### config.mk
export PLATFORM = sky130hd
export DESIGN_NAME = ee_image_cache
export DESIGN_NICKNAME = d
export VERILOG_FILES = /design/src/rtl/ee_cache_pkg.sv /design/src/rtl/ee_cache_ram.sv /design/src/rtl/ee_sum_acc.sv /design/src/rtl/ee_image_cache.sv
export SDC_FILE = /design/constraint.sdc
export NUM_CORES = 1
export LEC_CHECK = 0
export ABC_AREA = 0
export BUFFER_PORTS_ARGS = -buffer_cell sky130_fd_sc_hd__buf_4
export CORE_MARGIN = 1.5
export CORE_UTILIZATION = 28
export CTS_BUF_LIST = sky130_fd_sc_hd__clkbuf_4
export CTS_CLUSTER_SIZE = 30
export DETAILED_ROUTE_END_ITERATION = 6
export PLACE_DENSITY = 0.55
export REMOVE_ABC_BUFFERS = 1
export SLEW_MARGIN = 25
export SYNTH_ARGS = -nofsm -noshare
export SYNTH_HDL_FRONTEND = slang
export SYNTH_SLANG_ARGS = --single-unit
### constraint.sdc
create_clock -name clk -period 2.8 [get_ports clk]
set_input_delay 0.28 -clock clk [delete_from_list [all_inputs] [get_ports clk]]
set_output_delay 0.28 -clock clk [all_outputs]
set_load 0.05 [all_outputs]
### src/rtl/ee_cache_pkg.sv
package ee_cache_pkg;

    typedef enum logic [1:0] {
        OP_LOAD   = 2'd0,
        OP_LOOKUP = 2'd1,
        OP_UPDATE = 2'd2,
        OP_WRITE  = 2'd3
    } ee_op_e;

    typedef enum logic [2:0] {
        ST_IDLE,
        ST_RD_ISSUE,
        ST_RD_WAIT,
        ST_SUM_EVAL,
        ST_WR_ISSUE,
        ST_WR_WAIT,
        ST_FINISH
    } ee_state_e;

    localparam int SIG_W = 2;

endpackage

### src/rtl/ee_cache_ram.sv
module ee_cache_ram #(
    parameter int AW = 6,
    parameter int DW = 16
) (
    input  logic          clk,
    input  logic          wr_en,
    input  logic [AW-1:0] wr_addr,
    input  logic [DW-1:0] wr_data,
    input  logic [AW-1:0] rd_addr,
    output logic [DW-1:0] rd_data
);
    localparam int DEPTH = 1 << AW;

    logic [DW-1:0] mem [DEPTH];

    always_ff @(posedge clk) begin
        if (wr_en) begin
            mem[wr_addr] <= wr_data;
        end
    end

    assign rd_data = mem[rd_addr];

endmodule

### src/rtl/ee_sum_acc.sv
module ee_sum_acc #(
    parameter int DW = 16
) (
    input  logic          clk,
    input  logic          rst_n,
    input  logic          clr,
    input  logic          add_en,
    input  logic [DW-1:0] add_val,
    output logic [DW-1:0] sum
);
    always_ff @(posedge clk or negedge rst_n) begin
        if (!rst_n) begin
            sum <= '0;
        end else if (clr) begin
            sum <= '0;
        end else if (add_en) begin
            sum <= sum + add_val;
        end
    end

    AST_SUM_CLEAR: assert property (@(posedge clk) disable iff (!rst_n)
        (clr && !add_en) |=> (sum == '0));

endmodule

### src/rtl/ee_image_cache.sv
module ee_image_cache
    import ee_cache_pkg::*;
#(
    parameter int            AW         = 6,
    parameter int            DW         = 16,
    parameter int            CTRL_WORD  = 10,
    parameter logic [DW-1:0] SUM_TARGET = 'hBABA,
    parameter logic [1:0]    SIG_VALID  = 2'b01
) (
    input  logic          clk,
    input  logic          rst_n,
    input  logic          op_valid,
    input  logic [1:0]    op_code,
    input  logic [AW:0]   op_index,
    input  logic [DW-1:0] op_wdata,
    output logic          busy,
    output logic          done,
    output logic [DW-1:0] rd_data,
    output logic          stat_valid,
    output logic          stat_sum_err,
    output logic          stat_sig_err,
    output logic          ee_req,
    output logic          ee_we,
    output logic [AW-1:0] ee_addr,
    output logic [DW-1:0] ee_wdata,
    input  logic          ee_done,
    input  logic [DW-1:0] ee_rdata
);
    localparam int IDXW  = AW + 1;
    localparam int WORDS = 1 << AW;

    ee_state_e      state_q, state_d;
    ee_op_e         op_in, mode_q;
    logic [AW-1:0]  addr_q, idx_q, last_addr, ram_raddr;
    logic [DW-1:0]  wdata_q, rdata_q, ram_rdata, sum;
    logic [SIG_W-1:0] sig_q, sig_pend_q;
    logic           sum_err_q, sig_err_q;
    logic           cache_ok, idx_over, accept, rd_beat, ram_we, sum_ok;

    assign op_in     = ee_op_e'(op_code);
    assign cache_ok  = (sig_q == SIG_VALID);
    assign idx_over  = (op_index >= IDXW'(WORDS));
    assign accept    = (state_q == ST_IDLE) && op_valid;
    assign rd_beat   = (state_q == ST_RD_WAIT) && ee_done;
    assign last_addr = (mode_q == OP_UPDATE) ? AW'(WORDS - 2) : AW'(WORDS - 1);
    assign ram_we    = rd_beat && (mode_q != OP_UPDATE);
    assign ram_raddr = (state_q == ST_IDLE) ? op_index[AW-1:0] : idx_q;
    assign sum_ok    = (sum == SUM_TARGET);

    ee_cache_ram #(.AW(AW), .DW(DW)) u_ram (
        .clk     (clk),
        .wr_en   (ram_we),
        .wr_addr (addr_q),
        .wr_data (ee_rdata),
        .rd_addr (ram_raddr),
        .rd_data (ram_rdata)
    );

    ee_sum_acc #(.DW(DW)) u_acc (
        .clk     (clk),
        .rst_n   (rst_n),
        .clr     (accept),
        .add_en  (rd_beat),
        .add_val (ee_rdata),
        .sum     (sum)
    );

    // State register
    always_ff @(posedge clk or negedge rst_n) begin
        if (!rst_n) begin
            state_q <= ST_IDLE;
        end else begin
            state_q <= state_d;
        end
    end

    // Next-state logic
    always_comb begin
        state_d = state_q;
        unique case (state_q)
            ST_IDLE: begin
                if (op_valid) begin
                    unique case (op_in)
                        OP_LOAD:   state_d = ST_RD_ISSUE;
                        OP_UPDATE: state_d = ST_RD_ISSUE;
                        OP_WRITE:  state_d = ST_WR_ISSUE;
                        OP_LOOKUP: state_d = (idx_over || cache_ok) ? ST_FINISH : ST_RD_ISSUE;
                        default:   state_d = ST_IDLE;
                    endcase
                end
            end
            ST_RD_ISSUE: state_d = ST_RD_WAIT;
            ST_RD_WAIT:  if (ee_done) state_d = (addr_q == last_addr) ? ST_SUM_EVAL : ST_RD_ISSUE;
            ST_SUM_EVAL: state_d = (mode_q == OP_UPDATE) ? ST_WR_ISSUE : ST_FINISH;
            ST_WR_ISSUE: state_d = ST_WR_WAIT;
            ST_WR_WAIT:  if (ee_done) state_d = ST_FINISH;
            ST_FINISH:   state_d = ST_IDLE;
            default:     state_d = ST_IDLE;
        endcase
    end

    // Outputs decoded from the state
    always_comb begin
        busy   = (state_q != ST_IDLE);
        done   = (state_q == ST_FINISH);
        ee_req = (state_q == ST_RD_ISSUE) || (state_q == ST_WR_ISSUE);
        ee_we  = (state_q == ST_WR_ISSUE);
    end

    // Datapath registers
    always_ff @(posedge clk or negedge rst_n) begin
        if (!rst_n) begin
            mode_q     <= OP_LOAD;
            addr_q     <= '0;
            idx_q      <= '0;
            wdata_q    <= '0;
            rdata_q    <= '0;
            sig_q      <= '0;
            sig_pend_q <= '0;
            sum_err_q  <= 1'b0;
            sig_err_q  <= 1'b0;
        end else begin
            case (state_q)
                ST_IDLE: begin
                    if (op_valid) begin
                        mode_q  <= op_in;
                        idx_q   <= op_index[AW-1:0];
                        wdata_q <= op_wdata;
                        addr_q  <= (op_in == OP_WRITE) ? op_index[AW-1:0] : '0;
                        if (op_in == OP_LOOKUP) begin
                            if (idx_over) begin
                                rdata_q <= '0;
                            end else if (cache_ok) begin
                                rdata_q <= ram_rdata;
                            end
                        end
                    end
                end
                ST_RD_WAIT: begin
                    if (ee_done) begin
                        if (addr_q != last_addr) begin
                            addr_q <= addr_q + 1'b1;
                        end
                        if ((mode_q != OP_UPDATE) && (addr_q == AW'(CTRL_WORD))) begin
                            sig_pend_q <= ee_rdata[DW-1 -: SIG_W];
                        end
                    end
                end
                ST_SUM_EVAL: begin
                    if (mode_q == OP_UPDATE) begin
                        wdata_q <= SUM_TARGET - sum;
                        addr_q  <= AW'(WORDS - 1);
                    end else begin
                        sum_err_q <= !sum_ok;
                        sig_err_q <= sum_ok && (sig_pend_q != SIG_VALID);
                        sig_q     <= sum_ok ? sig_pend_q : '0;
                        if (mode_q == OP_LOOKUP) begin
                            rdata_q <= (sum_ok && (sig_pend_q == SIG_VALID)) ? ram_rdata : '0;
                        end
                    end
                end
                ST_WR_ISSUE: sig_q <= '0;
                default: ;
            endcase
        end
    end

    assign rd_data      = rdata_q;
    assign stat_valid   = cache_ok;
    assign stat_sum_err = sum_err_q;
    assign stat_sig_err = sig_err_q;
    assign ee_addr      = addr_q;
    assign ee_wdata     = wdata_q;

    AST_REQ_PULSE: assert property (@(posedge clk) disable iff (!rst_n)
        ee_req |=> !ee_req);
    AST_REQ_ONLY_BUSY: assert property (@(posedge clk) disable iff (!rst_n)
        ee_req |-> busy);
    AST_DONE_PULSE: assert property (@(posedge clk) disable iff (!rst_n)
        done |=> !done);
    AST_WRITE_DROPS_VALID: assert property (@(posedge clk) disable iff (!rst_n)
        (ee_req && ee_we) |=> !stat_valid);
    AST_VALID_CLEAN: assert property (@(posedge clk) disable iff (!rst_n)
        stat_valid |-> (!stat_sum_err && !stat_sig_err));
    AST_ERR_EXCLUSIVE: assert property (@(posedge clk) disable iff (!rst_n)
        !(stat_sum_err && stat_sig_err));

endmodule

# Word-level counts from Yosys, hierarchy flattened
# Memories as Yosys holds them, arrays and structs flattened.
# Index checks and enable logic that the tools add are counted.
classes:
  mux: 34
  order_cmp: 1
  add_sub_neg: 3
  eq_ne: 28
  n_reduce_logical: 25
  bitwise_logic: 1
op_table:
  columns: ["op", "count"]
  rows:
  - ["$mux W16", 11]
  - ["$pmux W16 S2", 2]
  - ["$mux W6", 6]
  - ["$pmux W3 S6", 1]
  - ["$pmux W6 S3", 1]
  - ["$add A16 B16 Y16", 1]
  - ["$eq A16 B16 Y1 const B", 1]
  - ["$sub A16 B16 Y16 const A", 1]
  - ["$ne A2 B2 Y1 const B", 7]
  - ["$mux W3", 4]
  - ["$eq A3 B3 Y1 const B", 3]
  - ["$pmux W3 S3", 1]
  - ["$reduce_and A3 Y1", 3]
  - ["$eq A2 B1 Y1 const B", 4]
  - ["$mux W2", 4]
  - ["$ge A7 B7 Y1 const B", 1]
  - ["$add A6 B1 Y6 const B", 1]
  - ["$eq A2 B2 Y1 const B", 3]
  - ["$eq A3 B2 Y1 const B", 2]
  - ["$eq A6 B4 Y1 const B", 1]
  - ["$eq A6 B6 Y1", 1]
  - ["$logic_and A1 B1 Y1", 6]
  - ["$ne A2 B1 Y1 const B", 3]
  - ["$ne A6 B6 Y1", 1]
  - ["15 further kinds", 23]
totals:
  ram_bits: 1024
  memories: 1
  ff_bits: 71
  elab_cells: 104
  in_bits: 45
mem_list:
  columns: ["name", "depth", "width", "read_ports", "rd_ports_with_merged_regs", "wr", "line", "source"]
  rows:
  - ["u_ram.mem", 64, 16, 1, 0, 1, "ee_cache_ram.sv:14", "logic [DW-1:0] mem [DEPTH];"]

# Depth between registers and ports, before layout
# An unclocked memory read counts as a cell.
depth:
  depth_word: 8
  mapped_depth: 10
  depth_no_buf: 9

# Modules after synthesis
# From an unflattened synthesis, not the netlist that was laid out.
unflattened:
  cells_unflattened: 2354
  area_unflattened_um2: 44251.2
by_module_without_submodules:
  columns: ["module", "area_per_inst_um2", "cells_each", "instances"]
  rows:
  - ["ee_cache_ram", 39721.8, 1813, 1]
  - ["ee_image_cache", 3105.5, 373, 1]
  - ["ee_sum_acc", 1423.9, 168, 1]

# Least setup slack after synthesis
# Ideal clock, no wire load.
synth_timing:
  kind: "register to register"
  from: "register state_q[2]"
  to: "register rdata_q[4], in the netlist rd_data[4]"
  stages_incl_launch_ff: 11
  slack_ns: 0.118
  t_required_ns: 2.669
  setup_time_ns: 0.131
  arrival_ns: 2.551
  synth_period_minus_slack_ns: 2.682
  n_path_buf: 3
  cell_sequence: "dfrtp_1 -> or4b_1 -> clkbuf_1 -> nand2_2 -> buf_2 -> buf_2 -> mux4_2 -> a22oi_1 -> nand4_1 -> nand2_1 -> o211ai_2"
synth_via:
  elab_chain_cells: 8
  elab_cells_between_ends: 19
synth_lines:
  columns: ["item", "line", "source"]
  rows:
  - ["start: declaration", "ee_image_cache.sv:32", "ee_state_e state_q, state_d;"]
  - ["start signal: assignment", "ee_image_cache.sv:73", "state_q <= state_d;"]
  - ["$logic_not A3 Y1", "ee_image_cache.sv:47, ee_image_cache.sv:123", null]
  - ["$mux W6", "ee_image_cache.sv:47", "assign ram_raddr = (state_q == ST_IDLE) ? op_index[AW-1:0] : idx_q;"]
  - ["$mem_v2 Z64 W16", null, null]
  - ["$mux W16", "ee_image_cache.sv:133", "end else if (cache_ok) begin"]
  - ["$mux W16", "ee_image_cache.sv:131", "if (idx_over) begin"]
  - ["$mux W16", "ee_image_cache.sv:130", "if (op_in == OP_LOOKUP) begin"]
  - ["$mux W16", "ee_image_cache.sv:125", "if (op_valid) begin"]
  - ["$pmux W16 S2", "ee_image_cache.sv:123", "case (state_q)"]
  - ["end signal: assignment", "ee_image_cache.sv:134", "rdata_q <= ram_rdata;"]
  - ["end signal: assignment", "ee_image_cache.sv:158", "rdata_q <= (sum_ok && (sig_pend_q == SIG_VALID)) ? ram_rdata : '0;"]
  - ["end: declaration", "ee_image_cache.sv:35", "logic [DW-1:0] wdata_q, rdata_q, ram_rdata, sum;"]
# Parallel ways exist; a longest one is shown, timed or not. The select of a mux whose other input is x is not followed.
# A chain may end at the register's enable or synchronous reset.

# Worst setup path after layout
layout_timing:
  from: "register state_q[2]"
  to: "register rdata_q[5], in the netlist rd_data[5]"
# The elaborated chain is that of the path after synthesis.

==> flow_metrics.tcl <==
set metrics [dict create \
    place_hpwl_mm 82.62 \
    synth_area_um2 43630 \
    fin_cells 5364 \
    path_max_fanout 7 \
    wl_mm 129.4 \
    detail-route-antenna-nets 0 \
    numCtsBuffers 308 \
    setup_tns_ns -1.883 \
    rsz0062_at_grt "yes" \
    vias_per_cell 4.800 \
    fillCellCount 14475 \
    async_reset_ff_share_pct 6.484 \
    initial_core_util_pct 28.26 \
    antenna_found_initial 18 \
    ys_warn_count 0 \
    first_pass_iters 7 \
    synth_top_area_cell "edfxtp_1" \
    globalplace.congestion 0.8223 \
    die_h_um 397.7 \
    pin_count 90 \
    drv_slew 0 \
    min_path_type "input port to flip-flop" \
    fin_nets 3174 \
    hold_viol_final 0 \
    first_global_vias 26789 \
    syn_inst 2363 \
    path_class "flip-flop to flip-flop" \
    dpl_cell_area_um2 50400 \
    layout_min_cycle_time_ns 3.015 \
    cts-root-buf "clkbuf_4" \
    peakVddDrop_uv 510.9 \
    clkTransAtPathRegs_ns 0.06 \
    grt_overflow 0 \
    synthDistinctLibCells 74 \
    dpl_worst_slack_ns -0.6829 \
    die_x_um 397.7 \
    critPathRequiredTime_ns 3.88 \
    wl_per_cell_um 24.13 \
    vias 25747 \
    failed_checks "setup timing" \
    row_count 144 \
    cap_violations 0 \
    fin_skew_ns 0.09296 \
    dp_cells 4738 \
    drive_gt1_share_pct 39.92 \
    syn_avg_cell_area_um2 18.46 \
    track_usage_pct 16.34 \
    run_status "finished with violations" \
    core_um2 154400 \
    end_kind "flip-flop" \
    setup_ws_ns -0.2148 \
    design_area_um2 55820 \
    power.total_mw 57.91 \
    cts_tree "yes" \
    ys_seq_area_share_pct 74.55 \
    grt_pass1_wl_mm 186.2 \
    clock_path_buffers 4 \
    tightestPinTransition_ns 0.9751 \
    h-tree-depth 5 \
    p_leak_nw 18.90 \
    finalSetupViolCount 17 \
    cts.sinks 1095 \
    dieArea_um2 158200 \
    power_density_nw_per_um2 1038 \
    synthToLayoutAreaGrowth_pct 27.93 \
    whs_ns 0.1126 \
    drc_errors 0 \
    numPortBuffers 89 \
    synth_top_cell_area_share_pct 70.48 \
    max_freq_mhz 331.7 \
    synth.top_cells.by_area "edfxtp_1, mux4_2, dfrtp_1, nand2_1, a22oi_1" \
    drtIter0Drc 2417 \
    cp.arrival_ns 4.10 \
    cp-start-kind "flip-flop" \
    clkLatencyLatePin_ns 1.22 \
    synth_edf_count 1024 \
    relSlewSlack_pct 34.91 \
    ys_ff_latch 1095 \
    grt_max_degree 66 \
    synth_flop_cell "edfxtp_1" \
    min_period_over_period_pct 107.7 \
    finalCoreUtilization_pct 36.15 \
]
## critical path, cell delays in order, from the launching register on
cell      delay (ns)
dfrtp_1         0.39
or4b_4          0.57
nand2_8         0.16
buf_16          0.17
buf_12          0.13
buf_8           0.11
mux4_2          0.51
a22oi_2         0.23
nand4_1         0.35
nand2_2         0.24
o211ai_2        0.09
## synthesized netlist by cell type, types with 6 or more instances
cell type / instances
nor3_1: 7
a21oi_1: 88
a31oi_1: 6
inv_1: 13
nor3b_1: 7
buf_1: 8
ha_1: 19
mux2_2: 12
o21ai_1: 11
xnor2_1: 22
or3_1: 8
dfrtp_1: 71
buf_2: 42
nand2_1: 191
nor2_1: 123
buf_4: 9
o211ai_2: 11
nand3_1: 91
mux4_2: 240
o211ai_1: 24
edfxtp_1: 1024
o21ai_0: 87
clkbuf_1: 66
a22oi_1: 64
nand4_1: 17
nor2b_1: 8
nand2b_1: 6
## worst paths after layout
path | from | to | slack [ns] | depth (start not counted)
worst max-delay path | state_q[2] | rd_data[5] | -0.21 | 10
worst min-delay path | ee_rdata[13] | u_ram.mem[62][13] | 0.11 | 2
worst max register to register | state_q[2] | rd_data[5] | -0.21 | 10
worst min register to register | ee_wdata[7] | ee_wdata[7] | 0.49 | 2
max in group asynchronous | rst_n | idx_q[1] | 1.99 | 5
min in group asynchronous | rst_n | rd_data[2] | 0.18 | 4
## report_power, final
group / switching, mW / internal [mW] / total (mW)
sequential: 0.423 / 18.3 / 18.7
combinational: 13.4 / 11.9 / 25.3
clock: 6.43 / 7.44 / 13.9
## cell families after synthesis
logic type / after synthesis / share of synthesized area (%)
AO/OA/AOI/OAI: 328 / 4.818
XOR/XNOR: 25 / 0.5018
adder cells (fa/ha/maj): 20 / 0.5908
buffers and inverters: 143 / 1.465
flip-flops: 1095 / 74.55
multiplexers: 258 / 12.84
AND/OR/NAND/NOR: 494 / 5.231
## flip-flops by register name, summed over array words and instances (netlist names)
| register | cells |
|---|---|
| ee_addr | 6 |
| ee_wdata | 16 |
| idx_q | 6 |
| mode_q | 2 |
| rd_data | 16 |
| sig_pend_q | 2 |
| sig_q | 2 |
| stat_sig_err | 1 |
| stat_sum_err | 1 |
| state_q | 3 |
| u_acc.sum | 16 |
| u_ram.mem | 1024 |
## layout make-up
class	count	area [µm²]	share of cell area, %
Sequential cell	1095	32530	58.27
Multi-Input combinational cell	1125	10930	19.59
Timing Repair Buffer	564	6062	10.86
Clock buffer	447	3356	6.012
Tap cell	2044	2557	4.582
Clock inverter	66	304.0	0.5447
Inverter	15	57.56	0.1031
Antenna cell	8	20.02	0.03587
## layer usage
metal	part of all wire, %	GRT usage (%)	vias to the layer above
met4	2.0	4.723	12
met5	0.061	0	-
li1	-	-	11285
met1	41	21.10	13320
met2	49	27.10	948
met3	7.3	4.095	182
## placed cells by master (no fill, tap or decap), types with 7 or more instances in the layout
| cell | instances |
|---|---|
| or3_1 | 7 |
| a22oi_2 | 44 |
| nand2_1 | 177 |
| mux2_2 | 12 |
| o21ai_1 | 11 |
| o211ai_2 | 11 |
| ha_1 | 19 |
| diode_2 | 8 |
| o21ai_0 | 85 |
| edfxtp_1 | 1024 |
| nand4_1 | 17 |
| o211ai_1 | 24 |
| xnor2_1 | 22 |
| buf_4 | 346 |
| buf_12 | 107 |
| nand3_1 | 91 |
| a21oi_2 | 8 |
| inv_1 | 13 |
| dlygate4sd3_1 | 74 |
| clkbuf_4 | 447 |
| a22oi_1 | 20 |
| inv_2 | 7 |
| a21oi_1 | 79 |
| nor2_2 | 7 |
| nor2_1 | 116 |
| nand2_2 | 12 |
| buf_6 | 23 |
| clkinv_1 | 55 |
| mux4_2 | 240 |
| dfrtp_1 | 71 |
| nor2b_1 | 7 |
## repair_timing
action                     CTS  global route
gates cloned                 4             2
setup buffers               18             9
hold buffers                75             0
setup endpoints to repair   19            21
pin swaps                   46            35
gates resized for setup     84            61
hold endpoints to repair   947             0
Power figures use the tool's default switching activity.
